==> config.mk <==
export PLATFORM = sky130hd
export DESIGN_NAME = sep_rr_alloc
export DESIGN_NICKNAME = d
export VERILOG_FILES = /design/src/rtl/alloc_pkg.sv /design/src/rtl/rr_pick.sv /design/src/rtl/alloc_pass.sv /design/src/rtl/sep_rr_alloc.sv
export SDC_FILE = /design/constraint.sdc
export NUM_CORES = 1
export LEC_CHECK = 0
export CORE_MARGIN = 4
export CORE_UTILIZATION = 50
export CTS_CLUSTER_SIZE = 16
export DETAILED_ROUTE_END_ITERATION = 10
export GPL_TIMING_DRIVEN = 0
export PLACE_DENSITY = 0.75
export SYNTH_ARGS = -nofsm -noshare
export SYNTH_HDL_FRONTEND = slang
export SYNTH_SLANG_ARGS = --single-unit
==> constraint.sdc <==
create_clock -name clk -period 2.3 [get_ports clk]
set_input_delay 0.46 -clock clk [delete_from_list [all_inputs] [get_ports clk]]
set_output_delay 0.46 -clock clk [all_outputs]
set_load 0.02 [all_outputs]
==> src/rtl/alloc_pkg.sv <==
package alloc_pkg;
  // Width of a pointer that indexes n requesters (at least one bit).
  function automatic int ptr_w(input int n);
    return (n > 1) ? $clog2(n) : 1;
  endfunction
endpackage

==> src/rtl/rr_pick.sv <==
// Combinational round-robin pick: first set request at or above ptr, else wrap.
module rr_pick #(
  parameter int W  = 4,
  parameter int PW = alloc_pkg::ptr_w(W)
) (
  input  logic [W-1:0]  req,
  input  logic [PW-1:0] ptr,
  output logic [W-1:0]  gnt
);
  logic [W-1:0] upper_mask;
  logic [W-1:0] upper_req;

  for (genvar p = 0; p < W; p++) begin : g_mask
    assign upper_mask[p] = (PW'(p) >= ptr);
  end

  assign upper_req = req & upper_mask;
  // lowest set bit of the upper half, else lowest set bit overall
  assign gnt = (|upper_req) ? (upper_req & (~upper_req + W'(1)))
                            : (req & (~req + W'(1)));
endmodule

==> src/rtl/alloc_pass.sv <==
// One input-first allocation pass over the ports that are still free.
module alloc_pass #(
  parameter int N_IN  = 4,
  parameter int N_OUT = 4,
  parameter int PWI   = alloc_pkg::ptr_w(N_OUT),
  parameter int PWO   = alloc_pkg::ptr_w(N_IN)
) (
  input  logic [N_IN*N_OUT-1:0] req,
  input  logic [N_IN-1:0]       in_free,
  input  logic [N_OUT-1:0]      out_free,
  input  logic [N_IN*PWI-1:0]   in_ptr,
  input  logic [N_OUT*PWO-1:0]  out_ptr,
  output logic [N_IN*N_OUT-1:0] gnt
);
  localparam int NM = N_IN * N_OUT;

  logic [NM-1:0] pick;      // input-stage choices, row-major
  logic [NM-1:0] col_req;   // transposed, bit j*N_IN+i
  logic [NM-1:0] col_gnt;   // transposed output-stage winners

  for (genvar i = 0; i < N_IN; i++) begin : g_in
    logic [N_OUT-1:0] row_ok;
    assign row_ok = req[i*N_OUT +: N_OUT] & out_free & {N_OUT{in_free[i]}};
    rr_pick #(.W(N_OUT), .PW(PWI)) u_in_arb (
      .req (row_ok),
      .ptr (in_ptr[i*PWI +: PWI]),
      .gnt (pick[i*N_OUT +: N_OUT])
    );
  end

  for (genvar j = 0; j < N_OUT; j++) begin : g_out
    for (genvar i = 0; i < N_IN; i++) begin : g_xp
      assign col_req[j*N_IN+i] = pick[i*N_OUT+j];
      assign gnt[i*N_OUT+j]    = col_gnt[j*N_IN+i];
    end
    rr_pick #(.W(N_IN), .PW(PWO)) u_out_arb (
      .req (col_req[j*N_IN +: N_IN]),
      .ptr (out_ptr[j*PWO +: PWO]),
      .gnt (col_gnt[j*N_IN +: N_IN])
    );
  end
endmodule

==> src/rtl/sep_rr_alloc.sv <==
module sep_rr_alloc #(
  parameter int N_IN  = 4,
  parameter int N_OUT = 4,
  parameter int ITERS = 1
) (
  input  logic                   clk,
  input  logic                   rst_n,
  input  logic [N_IN*N_OUT-1:0]  req,
  output logic [N_IN*N_OUT-1:0]  gnt
);
  localparam int NM  = N_IN * N_OUT;
  localparam int PWI = alloc_pkg::ptr_w(N_OUT);  // input pointers index outputs
  localparam int PWO = alloc_pkg::ptr_w(N_IN);   // output pointers index inputs

  logic [NM-1:0]        acc [ITERS+1];   // matches accumulated before pass t
  logic [NM-1:0]        pass_g [ITERS];  // matches added by pass t
  logic [N_IN*PWI-1:0]  in_ptr_q, in_ptr_d;
  logic [N_OUT*PWO-1:0] out_ptr_q, out_ptr_d;

  assign acc[0] = '0;

  for (genvar t = 0; t < ITERS; t++) begin : g_pass
    logic [N_IN-1:0]  in_free;
    logic [N_OUT-1:0] out_free;

    always_comb begin
      for (int i = 0; i < N_IN; i++)
        in_free[i] = ~|acc[t][i*N_OUT +: N_OUT];
      for (int j = 0; j < N_OUT; j++) begin
        out_free[j] = 1'b1;
        for (int i = 0; i < N_IN; i++)
          if (acc[t][i*N_OUT+j]) out_free[j] = 1'b0;
      end
    end

    alloc_pass #(.N_IN(N_IN), .N_OUT(N_OUT), .PWI(PWI), .PWO(PWO)) u_pass (
      .req      (req),
      .in_free  (in_free),
      .out_free (out_free),
      .in_ptr   (in_ptr_q),
      .out_ptr  (out_ptr_q),
      .gnt      (pass_g[t])
    );

    assign acc[t+1] = acc[t] | pass_g[t];
  end

  // Pointer update from first-pass grants only.
  for (genvar i = 0; i < N_IN; i++) begin : g_in_ptr
    logic [PWI-1:0] nxt;
    always_comb begin
      nxt = in_ptr_q[i*PWI +: PWI];
      for (int j = 0; j < N_OUT; j++)
        if (pass_g[0][i*N_OUT+j]) nxt = (j == N_OUT-1) ? '0 : PWI'(j+1);
    end
    assign in_ptr_d[i*PWI +: PWI] = nxt;
  end

  for (genvar j = 0; j < N_OUT; j++) begin : g_out_ptr
    logic [PWO-1:0] nxt;
    always_comb begin
      nxt = out_ptr_q[j*PWO +: PWO];
      for (int i = 0; i < N_IN; i++)
        if (pass_g[0][i*N_OUT+j]) nxt = (i == N_IN-1) ? '0 : PWO'(i+1);
    end
    assign out_ptr_d[j*PWO +: PWO] = nxt;
  end

  always_ff @(posedge clk or negedge rst_n) begin
    if (!rst_n) begin
      gnt       <= '0;
      in_ptr_q  <= '0;
      out_ptr_q <= '0;
    end else begin
      gnt       <= acc[ITERS];
      in_ptr_q  <= in_ptr_d;
      out_ptr_q <= out_ptr_d;
    end
  end
endmodule

==> summary.txt <==
Finished Cell Area = 2673 um2
final period demand of the worst path = 2.185 ns
RePlAce Congestion = 0.9621
global-route wire length before repair = 8694 um
highest attainable clock frequency = 457.6 MHz
synth warn = 0
Crit Path Category = in2reg
crit-path max FO = 7
count of unresolved DRC violations after routing = 0
final total negative setup slack = 0 ns
maximum number of pins on one net before global-route repair = 33
number of global-route vias before repair = 1789
total CTS buffers = 5
run status = completed
Pwr Density = 1360 nW/um2
cell-by-cell listing of the critical path = clkdlybuf4s50_1 -> a211oi_2 -> o31ai_4 -> nand2_1 -> a221o_1 -> a31oi_1
logic gate share of total power = 59.6%
count of distinct cell types in the synthesized netlist = 55
Detailed Route WL = 5362 um
setup violation total in the final timing report = 0
final layout net count = 300
cell taking the most area after synthesis = dfrtp_1
CTS tree = built
master cell of the clock root buffer = clkbuf_8
number of H-tree levels = 2
routed vias/inst = 6.331
storage element area = 800.8 um2
final std cells w/o fill = 332
count of mapped cells out of synthesis = 243
overall power of the completed layout = 3635 uW
Max stage delay on crit path = 0.56 ns
max-cap check violation count = 0
global route overflow = 0
Mean Syn Cell Area = 8.918 um2
Vias = 2102
TritonCTS sink count = 32
path type of the worst min-delay path = in2async
mean routed wirelength per cell = 16.15 um
iteration-0 DRC count of the detailed router = 144
max-slew violation count = 0
mapped cell area = 2167 um2
power share of the clock group = 12.8%
peak supply drop = 0.6110 mV
Post-CTS Setup Bufs = 0
Synth Flop Type = dfrtp_1
ports placed on the boundary = 34
part of the Yosys area used for sequential elements = 36.95%
switching portion of total power = 44.97%
number of buffers on the longest clock path = 2
flip-flop and latch count after synthesis = 32
Post-synth EDFFs = 0
fraction of final layout cells with drive strength greater than 1 = 13.48%
standard cell core area = 4086 um2
Chip Width = 73.84 um
critical path data required time = 2.50 ns
initial antenna violation count = 0
Layout area overhead = 23.33%
most frequent cells after synthesis = dfrtp_1 (32), inv_1 (21), a21oi_1 (19)
power spent charging and discharging nets = 1635 uW
antenna diode count = 0
Reg clk slew, reported paths = 0.07 ns
Initial Util = 53.03%
Crit. Startpoint = req[3]
worst clock skew = 0.007328 ns
number of nets still failing antenna checks after routing = 0
share of Yosys cell area claimed by the top area cell type = 36.95%
die area = 5452 um2
die height = 73.84 um
Filler Cell Count = 356
data arrival at the endpoint of the critical path = 2.38 ns
All-Layer GR Usage = 20.85%
placed cell area = 2545 um2
biggest area contributors in the synthesized netlist = dfrtp_1 (37%), a21oi_1 (4.4%), o21ai_0 (3.9%)
cell count after placement = 325
most used standard cell by instance count after synthesis = dfrtp_1
internal power = 2000 uW
post-cts hold buffer count = 0
Max transition margin = 50.67%
capturing element type of the critical path = flop
sequential power share = 27.6%
leakage dissipation = 0.001181 uW
Hold Fails Final Rpt = 0
post-detailed-placement half-perimeter wirelength = 3937 um
beginning of the worst register-to-register path = in_ptr_q[7]$_DFFE_PN0P_
slowest CP cell = clkdlybuf4s50_1
Skew-Pair Late Insertion Delay = 0.28 ns
reg2reg path depth = 7
total number of placement rows = 23
drt first pass iters = 5
fraction of registers with async set/reset = 100.0%
slew at the pin closest to its max-slew limit = 0.7400 ns
Syn Nets = 261
fraction of the cycle the final worst path needs = 95.02%
port bufs = 32
Multi-input gate area = 1262 um2
startpoint class of the critical path = primary input
[worst max-delay path: cells and delay by family]
family	cells	cell delay [ns]
buffers and inverters	1	0.56
AO/OA/AOI/OAI	4	1.21
AND/OR/NAND/NOR	1	0.15
[cell families (layout without fill, tap and decap cells)]
family                 count (synthesis)  count (layout)  share of synthesized area [%]
buffers and inverters                 33              72                          6.236
AOI/OAI and AO/OA                    124             124                          44.40
and+or+nand+nor                       54              54                          12.41
DFF                                   32              32                          36.95
[power groups by stage]
stage | Sequential (uW) | Clock, uW | Combinational (uW)
global route | 1040 | 505 | 2400
finish | 1000 | 464 | 2170
floorplan | 1110 | 0 | 1390
detailed placement | 1010 | 0 | 2100
global placement | 1000 | 0 | 2080
CTS | 997 | 480 | 2120
[state kept, by name, summed over array words and instances, names as in the netlist]
name,cells
in_ptr_q,8
gnt,16
out_ptr_q,8
[final timing paths]
check | endpoint | slack [ns]
min in group clk | gnt[0]$_DFF_PN0_ | 0.56
worst min-delay path | out_ptr_q[7]$_DFFE_PN0P_ | 0.23
worst max-delay path | in_ptr_q[3]$_DFFE_PN0P_ | 0.11
worst min register to register | out_ptr_q[6]$_DFFE_PN0P_ | 0.60
worst max register to register | in_ptr_q[3]$_DFFE_PN0P_ | 0.33
max in group asynchronous | in_ptr_q[7]$_DFFE_PN0P_ | 1.59
[layout by cell type, fill, tap and decap left out, types with 2 or more instances in the layout]
| cell | synthesis | routed |
|---|---|---|
| o221ai_1 | 7 | 5 |
| nand2_1 | 17 | 17 |
| o2bb2ai_1 | 3 | 3 |
| nand2b_1 | 3 | 3 |
| inv_1 | 21 | 21 |
| o31ai_1 | 3 | 3 |
| clkdlybuf4s50_1 | 0 | 31 |
| clkbuf_8 | 0 | 7 |
| o221a_2 | 3 | 3 |
| or2_2 | 2 | 2 |
| a21boi_0 | 2 | 2 |
| a31oi_1 | 4 | 4 |
| a211o_1 | 2 | 2 |
| dfrtp_1 | 32 | 32 |
| nor2b_1 | 9 | 9 |
| a21oi_1 | 19 | 18 |
| a21o_1 | 6 | 6 |
| o21ai_1 | 2 | 4 |
| o21a_1 | 5 | 5 |
| o21ai_0 | 17 | 15 |
| o22ai_1 | 6 | 6 |
| a22oi_1 | 3 | 3 |
| a311o_1 | 2 | 2 |
| a32oi_1 | 5 | 4 |
| o31a_1 | 4 | 4 |
| o221ai_2 | 1 | 3 |
| a21boi_1 | 3 | 3 |
| a32oi_2 | 1 | 2 |
| a32o_1 | 2 | 2 |
| o211ai_2 | 2 | 2 |
| clkbuf_1 | 6 | 6 |
| o211a_1 | 3 | 3 |
| a221oi_2 | 2 | 2 |
| a22o_1 | 4 | 4 |
| buf_2 | 3 | 4 |
| nor2_1 | 17 | 17 |
| inv_2 | 2 | 2 |
[cell type report]
type | instances | area share (%)
Timing Repair Buffer | 32 | 11.80
Multi-Input combinational cell | 178 | 47.24
Sequential cell | 32 | 29.96
Inverter | 23 | 3.230
Clock buffer | 7 | 3.605
Tap cell | 50 | 2.341
Buffer | 10 | 1.826
[stage by stage]
step	hold slack (ns)	setup slack, ns	utilization (%)
2_1_floorplan	0.1644	0.4372	-
3_3_place_gp	0.5775	-0.3130	62.40
3_5_place_dp	0.5631	-0.2998	62.28
4_1_cts	0.2535	0.02999	64.82
5_1_grt	0.2837	-0.006287	65.40
6_report	0.2342	0.1146	65.40
[metal layers]
metal,share of wire [%],wire length (um),vias to the layer above,track usage (%)
met5,0,0,-,0
met1,45,2420,1009,29.50
met4,1.7,93,0,7.243
li1,-,-,1011,-
met2,47,2513,72,31.59
met3,6.2,334,10,4.104
[timing repair]
item / 4_1_cts / 5_1_grt
gates resized for setup: 1 / 6
setup endpoints to repair: 1 / 6
pin swaps: 0 / 1
No activity file was read; power rests on OpenSTA's default activity.
